===== config.mk =====
export PLATFORM = sky130hd
export DESIGN_NAME = blk_commit_tracker
export DESIGN_NICKNAME = d
export VERILOG_FILES = /design/src/rtl/blkdone_pkg.sv /design/src/rtl/bcd_mask_track.sv /design/src/rtl/bcd_branch_track.sv /design/src/rtl/blk_commit_tracker.sv
export SDC_FILE = /design/constraint.sdc
export NUM_CORES = 1
export LEC_CHECK = 0
export ABC_CLOCK_PERIOD_IN_PS = 5700
export CAP_MARGIN = 10
export CORE_MARGIN = 2
export CORE_UTILIZATION = 34
export CTS_BUF_LIST = sky130_fd_sc_hd__clkbuf_4 sky130_fd_sc_hd__clkbuf_8
export DETAILED_ROUTE_END_ITERATION = 12
export PLACE_DENSITY_LB_ADDON = 0.15
export SYNTH_ARGS = -nofsm -noshare
export SYNTH_HDL_FRONTEND = slang
export SYNTH_HIERARCHICAL = 1
export SYNTH_SLANG_ARGS = --single-unit

===== constraint.sdc =====
create_clock -name clk -period 5.7 [get_ports clk]
set_input_delay 0.855 -clock clk [delete_from_list [all_inputs] [get_ports clk]]
set_output_delay 0.855 -clock clk [all_outputs]
set_load 0.005 [all_outputs]

===== src/rtl/blkdone_pkg.sv =====
package blkdone_pkg;
    localparam int NUM_BANKS      = 4;
    localparam int SLOTS_PER_BANK = 8;
    localparam int NUM_STORE_IDS  = 32;

    localparam int REG_OUTS = NUM_BANKS * SLOTS_PER_BANK;
    localparam int BANK_W   = $clog2(NUM_BANKS);
    localparam int SLOT_W   = $clog2(SLOTS_PER_BANK);
    localparam int REG_IW   = BANK_W + SLOT_W;
    localparam int STID_W   = $clog2(NUM_STORE_IDS);

    typedef enum logic {
        TRK_IDLE = 1'b0,
        TRK_BUSY = 1'b1
    } trk_state_e;

    // Bank-major position of a register output: bank*SLOTS_PER_BANK + slot
    typedef struct packed {
        logic [BANK_W-1:0] bank;
        logic [SLOT_W-1:0] slot;
    } reg_tag_t;

    typedef struct packed {
        logic wr_bad;
        logic st_bad;
        logic br_bad;
        logic hdr_bad;
    } proto_viol_t;

    function automatic logic any_viol(proto_viol_t v);
        return v.wr_bad | v.st_bad | v.br_bad | v.hdr_bad;
    endfunction
endpackage


===== src/rtl/bcd_mask_track.sv =====
module bcd_mask_track #(
    parameter int W  = 32,
    parameter int IW = $clog2(W)
) (
    input  logic          clk,
    input  logic          rst,
    input  logic          clr,
    input  logic          load,
    input  logic [W-1:0]  load_mask,
    input  logic          ev_valid,
    input  logic [IW-1:0] ev_idx,
    output logic          empty,
    output logic          bad
);
    logic [W-1:0] pend;

    always_ff @(posedge clk) begin
        if (rst || clr) begin
            pend <= '0;
        end else if (load) begin
            pend <= load_mask;
        end else if (ev_valid && pend[ev_idx]) begin
            pend[ev_idx] <= 1'b0;
        end
    end

    assign empty = (pend == '0);
    assign bad   = ev_valid && !pend[ev_idx];
endmodule


===== src/rtl/bcd_branch_track.sv =====
module bcd_branch_track (
    input  logic clk,
    input  logic rst,
    input  logic clr,
    input  logic armed,
    input  logic br_valid,
    output logic seen,
    output logic bad
);
    always_ff @(posedge clk) begin
        if (rst || clr) begin
            seen <= 1'b0;
        end else if (br_valid && armed && !seen) begin
            seen <= 1'b1;
        end
    end

    assign bad = br_valid && (!armed || seen);
endmodule


===== src/rtl/blk_commit_tracker.sv =====
module blk_commit_tracker
    import blkdone_pkg::*;
(
    input  logic                       clk,
    input  logic                       rst,
    input  logic                       flush,
    input  logic                       hdr_valid,
    input  logic [REG_OUTS-1:0]        hdr_wr_mask,
    input  logic [NUM_STORE_IDS-1:0]   hdr_st_mask,
    input  logic                       wr_valid,
    input  logic [BANK_W-1:0]          wr_bank,
    input  logic [SLOT_W-1:0]          wr_slot,
    input  logic                       st_valid,
    input  logic [STID_W-1:0]          st_id,
    input  logic                       br_valid,
    output logic                       busy,
    output logic                       commit_ready,
    output logic                       err
);
    trk_state_e  state;
    proto_viol_t viol;
    reg_tag_t    wr_tag;
    logic        load, clr;
    logic        wr_empty, st_empty, br_seen;

    assign busy   = (state == TRK_BUSY);
    assign load   = hdr_valid && !busy && !flush;
    assign wr_tag = '{bank: wr_bank, slot: wr_slot};
    assign clr    = flush || commit_ready;
    assign viol.hdr_bad = hdr_valid && busy;

    bcd_mask_track #(.W(REG_OUTS), .IW(REG_IW)) u_wr_track (
        .clk(clk), .rst(rst), .clr(clr), .load(load), .load_mask(hdr_wr_mask),
        .ev_valid(wr_valid), .ev_idx(wr_tag), .empty(wr_empty), .bad(viol.wr_bad)
    );

    bcd_mask_track #(.W(NUM_STORE_IDS), .IW(STID_W)) u_st_track (
        .clk(clk), .rst(rst), .clr(clr), .load(load), .load_mask(hdr_st_mask),
        .ev_valid(st_valid), .ev_idx(st_id), .empty(st_empty), .bad(viol.st_bad)
    );

    bcd_branch_track u_br_track (
        .clk(clk), .rst(rst), .clr(clr), .armed(busy),
        .br_valid(br_valid), .seen(br_seen), .bad(viol.br_bad)
    );

    assign commit_ready = busy && wr_empty && st_empty && br_seen && !err;

    always_ff @(posedge clk) begin
        if (rst || flush) begin
            state <= TRK_IDLE;
            err   <= 1'b0;
        end else begin
            if (load)              state <= TRK_BUSY;
            else if (commit_ready) state <= TRK_IDLE;
            if (any_viol(viol))    err   <= 1'b1;
        end
    end
endmodule


==> results of run 1 <==
## critical path, stage by stage
cell and delay [ps]:
clkdlybuf4s50_1 1010, mux4_1 660, a32oi_1 250, nand4_2 750, nor2_1 330, nor4_1 90
a21boi_0 160
## final cells by class
type / count / area share
multi-input combinational: 328 / 0.485
tap: 143 / 0.0353
inverter: 4 / 0.00296
timing repair buffer: 89 / 0.173
sequential: 67 / 0.264
clock buffer: 14 / 0.0331
clock inverter: 2 / 0.00691
## metal layers
layer  wire, um  track usage  vias to the layer above
li1           -            -                     1899
met1       6250        0.305                     1941
met2       5690        0.307                      143
met3        750       0.0367                       15
met4        150       0.0593                        0
met5          0            0                        -
## sequential cells by signal (all words and copies together) (netlist names)
| register | count |
|---|---|
| busy | 1 |
| u_st_track/pend | 32 |
| err | 1 |
| u_wr_track/pend | 32 |
| u_br_track/seen | 1 |
## metrics by stage
stage	instances	power [mW]	hold WS [ps]	setup WS [ps]
2_1_floorplan	440	0.596	508	3110
3_3_place_gp	631	0.687	530	1580
3_5_place_dp	631	0.688	545	1480
4_1_cts	647	1.10	563	1840
5_1_grt	647	1.14	589	1600
6_report	647	1.09	563	1840
## path summary, 6_finish.rpt
path                                     from                          endpoint  slack [ps]  cells past startpoint
max                                  st_id[0]                  err$_SDFFE_PP0P_        1840                      7
min reg2reg      u_br_track/seen$_SDFFE_PP0P_      u_br_track/seen$_SDFFE_PP0P_         560                      2
max reg2reg  u_wr_track/pend[19]$_SDFFE_PP0P_  u_wr_track/pend[30]$_SDFFE_PP0P_        2850                      9
min              u_br_track/seen$_SDFFE_PP0P_      u_br_track/seen$_SDFFE_PP0P_         560                      2
## layout by cell type, fill, tap and decap left out, drive strengths merged, types with 3 or more instances in the layout
master,instances
dfxtp,67
buf,6
nor3,6
clkdlybuf4s50,83
a21oi,42
nor4,17
a41oi,28
inv,4
a211oi,32
nor2b,3
nand3b,8
nand2,36
o22ai,6
nand3,6
or3b,4
a22oi,67
nor3b,4
or3,4
clkbuf,14
nor2,16
nand4,7
mux2i,20
mux4,6
## kinds of logic (layout without fill, tap and decap cells)
kind of cell	count (synthesis)	count (layout)	share of synthesized area
buf+inv	45	109	0.0580
simple gates	116	116	0.160
mux	27	27	0.0911
flops	67	67	0.334
compound gates	185	185	0.357
## power breakdown
part / internal (mW) / switching [mW]
registers: 0.479 / 0.0110
clock network: 0.233 / 0.177
logic: 0.0891 / 0.101
total: 0.801 / 0.289
==> results.yml, run 1 <==
clock_network:
  ctsResizeCount: 0
  htreeDepth: 3
  cts_sinks: 67
  ctsHoldBuffers: 0
  path_clk_slew_ps: 70
  clk_latency_ps: 350
  cts_tree: "built"
  cts_buffer_depth: 2
  cts-root-buf: "clkbuf_8"
  numCtsBuffers: 9
  post-cts-setup-buffers: 0
outcome:
  status: "complete, no violations"
setup_path:
  critPathLaunchType: "input port"
  cp.required_ps: 5970
  critical_path_class: "in -> reg"
  crit_path_max_fanout: 33
  crit_path_end_kind: "flop"
  arrival_ps: 4130
floorplan:
  rows: 39
  die_y_um: 113
  io-pin-count: 84
  fp.dieW_um: 113
  core_area_mm2: 0.0115
  initial_utilization: 0.350
  dieArea_mm2: 0.0127
synth:
  ys_types: 42
  synth_top_cells_by_count: "a22oi_1 (67), dfxtp_1 (67), nand2_1 (36)"
  synth-seq-cells: 67
  synth.net_count: 521
  ys_seq_area_frac: 0.334
  synth_edf_count: 0
  synth_area_leaders: "dfxtp_1 (33%), a22oi_1 (13%), a21oi_2 (6.3%), a211oi_1 (6.0%), a41oi_1 (5.9%)"
  avgSynthCellArea_um2: 9.12
  synth_flop_cell: "dfxtp_1"
  synthesis.area_mm2: 0.00401
  yosys.area.top_type: "dfxtp_1"
  synth_top_area_share: 0.334
  synthCells: 440
  synthArstFlopShare: 0
  ys_warn_count: 6
detailed_routing:
  ant_nets: 0
  drt_iter0_drc: 328
  wl_per_cell_um: 19.8
  vias: 3998
  drcViolationCount: 0
  routed_wl_um: 12800
  dr.pass1.iters: 5
  vias_per_cell: 6.18
sta:
  worstMarginPinSlew_ps: 931
  fmax_mhz: 259
  relSlewSlack: 0.378
  finalCritPeriodShare: 0.677
  setup_viol_count_final: 0
  finalSetupTns_ps: 0
  finClkSkew_ps: 7.97
  slew_violations: 0
  period_minus_slack_ps: 3860
  rsz0062_at_grt: "false"
  hold_violations: 0
placed_design:
  placed_area_mm2: 0.00487
  gp_congestion: 0.918
  port_buffers: 83
  hpwlAfterDp_um: 8840
grt:
  grtUsageTotal: 0.206
  grt_max_degree: 65
  grt_pass1_vias: 3835
  grt_pass1_wl_um: 21000
  antenna_found_initial: 0
  gr-total-overflow: 0
cells_and_area:
  seqCellArea_mm2: 0.00134
  multi_input_area_mm2: 0.00246
  syn_to_final_growth_pct: 26.4
  finish.instance_area_mm2: 0.00507
  fill_cells: 1114
  fin_nets: 580
  drive_gt1_frac: 0.133
  antenna_cells: 0
  fin_util: 0.442
min_path:
  min_path_type: "reg -> reg"
power:
  vdd_drop_max_v: 0.0000951
  powerDensity_mw_per_mm2: 215
  p_leak_nw: 1.61
run:
  cap_violations: 0
No activity file was read; power rests on OpenSTA's default activity.
==> run 2, diff against run 1 <==
--- a/config.mk
+++ b/config.mk
@@ -5,7 +5,7 @@
 export SDC_FILE = /design/constraint.sdc
 export NUM_CORES = 1
 export LEC_CHECK = 0
-export ABC_CLOCK_PERIOD_IN_PS = 5700
+export ABC_CLOCK_PERIOD_IN_PS = 3550
 export CAP_MARGIN = 10
 export CORE_MARGIN = 2
 export CORE_UTILIZATION = 34
==> constraint.sdc (replaced) <==
create_clock -name clk -period 3.55 [get_ports clk]
set_input_delay 0.5325 -clock clk [delete_from_list [all_inputs] [get_ports clk]]
set_output_delay 0.5325 -clock clk [all_outputs]
set_load 0.005 [all_outputs]
==> run 2 against run 1 <==
  * Clock power is 63% higher
  * Total power is 62% higher
  * Sequential share of layout area is 0.41 points lower
  * First-iteration DRC count is 25% higher
  * Combinational power is 66% higher
  * Critical path type is now reg -> out
  * Largest power group unchanged
  * Global-route usage is 0.34 points lower
==> results.yml, run 2 (synthesized netlist as in run 1, its figures left out) <==
outcome:
  status: "complete, no violations"
detailed_routing:
  vias: 4045
  ant_nets: 0
  drcViolationCount: 0
  wl_per_cell_um: 19.7
  vias_per_cell: 6.17
  dr.pass1.iters: 6
  drt_iter0_drc: 410
  routed_wl_um: 12900
floorplan:
  dieArea_mm2: 0.0127
  core_area_mm2: 0.0115
  fp.dieW_um: 113
  initial_utilization: 0.350
  io-pin-count: 84
  rows: 39
  die_y_um: 113
setup_path:
  cp-endpoint: "commit_ready"
  arrival_ps: 2340
  crit_path_max_fanout: 3
  regToRegStartpoint: "u_st_track/pend[12]$_SDFFE_PP0P_"
  rr_endpoint: "u_wr_track/pend[17]$_SDFFE_PP0P_"
  reg2reg_depth: 9
  critPathLaunchType: "flop"
  critical_path_class: "reg -> out"
  crit_path_end_kind: "primary output"
  r2r_slack_ps: 740
  cp.required_ps: 3020
  crit_start: "u_st_track/pend[12]$_SDFFE_PP0P_"
cells_and_area:
  fin_nets: 589
  top_regs: "u_st_track/pend: 32 flops, u_wr_track/pend: 32 flops"
  multi_input_area_mm2: 0.00246
  syn_to_final_growth_pct: 28.4
  final_cell_mix: "clkdlybuf4s50_1 (83), dfxtp_1 (67), a22oi_1 (67)"
  mostFrequentLayoutCell: "clkdlybuf4s50_1"
  drive_gt1_frac: 0.148
  seqCellArea_mm2: 0.00134
  fill_cells: 1112
  antenna_cells: 0
sta:
  fmax_mhz: 348
  setup_viol_count_final: 0
  finClkSkew_ps: 6.40
  slew_violations: 0
  finalCritPeriodShare: 0.811
  rsz0062_at_grt: "false"
  period_minus_slack_ps: 2880
  finalSetupTns_ps: 0
  worstMarginPinSlew_ps: 591
  relSlewSlack: 0.606
  hold_violations: 0
placed_design:
  port_buffers: 83
  gp_congestion: 0.910
  hpwlAfterDp_um: 9130
grt:
  grt_pass1_vias: 3853
  antenna_found_initial: 0
  grt_max_degree: 65
  grt_pass1_wl_um: 20600
  gr-total-overflow: 0
  grtUsageTotal: 0.203
clock_network:
  cts_sinks: 67
  path_clk_slew_ps: 70
  cts_buffer_depth: 2
  ctsResizeCount: 0
  htreeDepth: 3
  clk_latency_ps: 340
  numCtsBuffers: 9
  ctsHoldBuffers: 0
  cts-root-buf: "clkbuf_8"
  cts_tree: "built"
  post-cts-setup-buffers: 0
power:
  p_leak_nw: 1.66
  power.total_mw: 1.77
  powerDensity_mw_per_mm2: 343
  vdd_drop_max_v: 0.000135
min_path:
  whs_path_depth: 2
  min_path_type: "reg -> reg"
run:
  cap_violations: 0
==> run 2: changes by cell type in the layout (fill, tap and decap cells not counted) <==
cell / previous run / this run
buf_4: 6 / 14
buf_12: 0 / 1
==> run 2: routing by layer <==
layer,wire length (um),track usage,up-vias
met5,0,0,-
met4,274,0.0691,0
met3,972,0.0486,24
met2,5460,0.294,168
met1,6240,0.294,1935
li1,-,-,1918
==> run 2: power by group <==
part	total [mW]	switching [mW]	internal, mW
clock	0.668	0.293	0.375
combinational	0.315	0.165	0.150
sequential	0.786	0.0177	0.769
==> run 2: how the worst min path moves through the flow <==
stage	from	end
after global placement	u_br_track/seen$_SDFFE_PP0P_	u_br_track/seen$_SDFFE_PP0P_
after global routing	u_wr_track/pend[15]$_SDFFE_PP0P_	u_wr_track/pend[15]$_SDFFE_PP0P_
after CTS	u_br_track/seen$_SDFFE_PP0P_	u_br_track/seen$_SDFFE_PP0P_
after floorplan	u_st_track/pend[25]$_SDFFE_PP0P_	u_st_track/pend[25]$_SDFFE_PP0P_
final	u_br_track/seen$_SDFFE_PP0P_	u_br_track/seen$_SDFFE_PP0P_
after detailed placement	u_br_track/seen$_SDFFE_PP0P_	u_br_track/seen$_SDFFE_PP0P_
==> run 2: worst max-delay path, stage by stage, from the launching register on <==
cell and delay, ps:
dfxtp_1 350, nor4_1 420, nand4_1 240, nor2_1 220, nand4_2 150, nor2_1 120
clkdlybuf4s50_1 510
==> run 2: through the flow <==
stage | instances | hold WS, ps | util | instance area [um2] | worst slack [ps]
global route | 656 | 588 | 0.449 | 5150 | 543
floorplan | 440 | 508 | - | 4010 | 1280
detailed placement | 640 | 539 | 0.432 | 4950 | 467
global placement | 640 | 533 | 0.432 | 4950 | 550
CTS | 656 | 558 | 0.449 | 5150 | 660
finish | 656 | 553 | 0.449 | 5150 | 673
==> run 2: area by class of cell <==
type | instances | share of cell area
clock buffer | 14 | 0.0325
clock inverter | 2 | 0.00680
inverter | 4 | 0.00291
multi-input combinational | 328 | 0.477
sequential | 67 | 0.260
tap | 143 | 0.0347
timing repair buffer | 98 | 0.186
==> run 3, diff against run 2 <==
--- a/config.mk
+++ b/config.mk
@@ -5,7 +5,7 @@
 export SDC_FILE = /design/constraint.sdc
 export NUM_CORES = 1
 export LEC_CHECK = 0
-export ABC_CLOCK_PERIOD_IN_PS = 3550
+export ABC_CLOCK_PERIOD_IN_PS = 2700
 export CAP_MARGIN = 10
 export CORE_MARGIN = 2
 export CORE_UTILIZATION = 34
==> constraint.sdc (replaced) <==
create_clock -name clk -period 2.7 [get_ports clk]
set_input_delay 0.405 -clock clk [delete_from_list [all_inputs] [get_ports clk]]
set_output_delay 0.405 -clock clk [all_outputs]
set_load 0.005 [all_outputs]
==> run 3 against run 2 <==
  * Combinational power grew 40%
  * Sequential power grew 32%
  * Final area grew 4.4%
  * Worst setup slack lost 630 ps
  * Critical path type unchanged
  * Largest cell class unchanged
==> results.yml, run 3 (synthesized netlist as in run 1, its figures left out) <==
cells_and_area:
  fin_util: 0.469
  drive_gt1_frac: 0.185
  final_cells: 672
  final_cell_mix: "clkdlybuf4s50_1 (83), dfxtp_1 (67), a22oi_1 (67)"
  syn_to_final_growth_pct: 34.1
  mostFrequentLayoutCell: "clkdlybuf4s50_1"
  fin_nets: 605
  antenna_cells: 0
  finish.instance_area_mm2: 0.00538
  top_regs: "u_st_track/pend: 32 flops, u_wr_track/pend: 32 flops"
sta:
  setup_viol_count_final: 0
  finalSetupTns_ps: 0
  worstMarginPinSlew_ps: 577
  finClkSkew_ps: 17.0
  relSlewSlack: 0.612
  fmax_mhz: 376
  fin_ws_ps: 41.2
  hold_violations: 0
  period_minus_slack_ps: 2660
  slew_violations: 0
  finalCritPeriodShare: 0.985
grt:
  grtUsageTotal: 0.212
  antenna_found_initial: 0
  gr-total-overflow: 0
  grt_max_degree: 65
  grt_pass1_wl_um: 21500
  grt_pass1_vias: 3975
setup_path:
  critical_path_class: "reg -> out"
  r2r_slack_ps: 200
  regToRegStartpoint: "u_st_track/pend[29]$_SDFFE_PP0P_"
  reg2reg_depth: 10
  crit_slowest_cell: "clkdlybuf4s50_1"
  cp_num_cells: 6
  cp.required_ps: 2300
  cpMostUsedCell: "nor2_1"
  crit_path_max_incr_delay_ps: 510
  cpLargestDelayFamily: "simple AND/OR/NAND/NOR gates"
  arrival_ps: 2250
  cp-endpoint: "commit_ready"
  critPathLaunchType: "flop"
  crit_path_max_fanout: 3
  critPathBufInv: 1
  crit_start: "u_st_track/pend[29]$_SDFFE_PP0P_"
  crit_path_end_kind: "primary output"
  rr_endpoint: "u_wr_track/pend[18]$_SDFFE_PP0P_"
  cp_cell_sequence: "nor4_1 -> nand4_1 -> nor2_1 -> nand4_2 -> nor2_1 -> clkdlybuf4s50_1"
placed_design:
  port_buffers: 83
  hpwlAfterDp_um: 9540
  gp_congestion: 0.930
  dp_cells: 655
  placed_area_mm2: 0.00509
  pre_cts_slack_ps: 7.16
detailed_routing:
  drcViolationCount: 0
  dr.pass1.iters: 5
  vias: 4077
  met1_length_um: 6550
  top_layer: "met4"
  vias_per_cell: 6.07
  wl_per_cell_um: 19.8
  wl_met2_um: 5910
  routed_wl_um: 13300
  dr_wl_met3_um: 735
  ant_nets: 0
  drt_iter0_drc: 320
clock_network:
  cts-root-buf: "clkbuf_8"
  path_clk_slew_ps: 70
  cts_tree: "built"
  htreeDepth: 3
  ctsHoldBuffers: 0
  clk_latency_ps: 360
  cts_sinks: 67
  ctsResizeCount: 1
  cts_buffer_depth: 2
  numCtsBuffers: 9
  post-cts-setup-buffers: 0
floorplan:
  die_y_um: 113
  fp.dieW_um: 113
  rows: 39
  io-pin-count: 84
  core_area_mm2: 0.0115
  initial_utilization: 0.350
  dieArea_mm2: 0.0127
power:
  p_leak_nw: 1.77
  powerDensity_mw_per_mm2: 458
  vdd_drop_max_v: 0.000207
  pwr-share-clk: 0.402
  internal_power_mw: 1.81
  p_sw_mw: 0.656
  switching_share: 0.266
  p_comb_frac: 0.178
  p_seq_frac: 0.420
min_path:
  min_path_type: "reg -> reg"
  whs_path_depth: 2
run:
  cap_violations: 0
outcome:
  status: "complete, no violations"
==> run 3: cell count changes in the layout (fill, tap and decap cells not counted), moves of 2 or more <==
cell / before / now
buf_12: 1 / 3
buf_4: 14 / 27
clkbuf_4: 4 / 1
nor4_1: 17 / 12
nor4_2: 0 / 3
nor4_4: 0 / 2
==> run 3: through the flow <==
stage | hold slack, ps | total power [mW]
floorplan | 476 | 1.26
global placement | 528 | 1.48
detailed placement | 541 | 1.48
CTS | 558 | 2.46
global route | 607 | 2.55
finish | 559 | 2.47
==> run 3: worst min path at each step <==
stage                                 startpoint                            to
global placement    u_br_track/seen$_SDFFE_PP0P_  u_br_track/seen$_SDFFE_PP0P_
floorplan                                    rst  u_br_track/seen$_SDFFE_PP0P_
global route        u_br_track/seen$_SDFFE_PP0P_  u_br_track/seen$_SDFFE_PP0P_
detailed placement  u_br_track/seen$_SDFFE_PP0P_  u_br_track/seen$_SDFFE_PP0P_
CTS                 u_br_track/seen$_SDFFE_PP0P_  u_br_track/seen$_SDFFE_PP0P_
finish              u_br_track/seen$_SDFFE_PP0P_  u_br_track/seen$_SDFFE_PP0P_
==> run 3: layer usage <==
layer  vias up  GRT usage
met2       126      0.317
met5         -          0
met3         9     0.0427
li1       1945          -
met4         0     0.0463
met1      1997      0.315
==> run 3: final cells by class <==
type | count | area (um2)
Tap cell | 143 | 179
Timing Repair Buffer | 114 | 1100
Inverter | 4 | 15.0
Fill cell | 1097 | 6090
Clock inverter | 4 | 72.6
Multi-Input combinational cell | 328 | 2510
Sequential cell | 67 | 1340
Clock buffer | 12 | 159
==> run 3: power groups by stage <==
stage	clock network (mW)	logic [mW]	registers, mW
after floorplan	0	0.211	1.05
after global placement	0	0.427	1.06
after detailed placement	0	0.428	1.06
after CTS	0.995	0.431	1.03
after global routing	1.04	0.475	1.04
final	0.990	0.440	1.04
==> run 3: tightest hold or removal path, stage by stage (launching register included) <==
cell     delay [ps]
dfxtp_1         370
a21oi_1          60
nor3_2           90
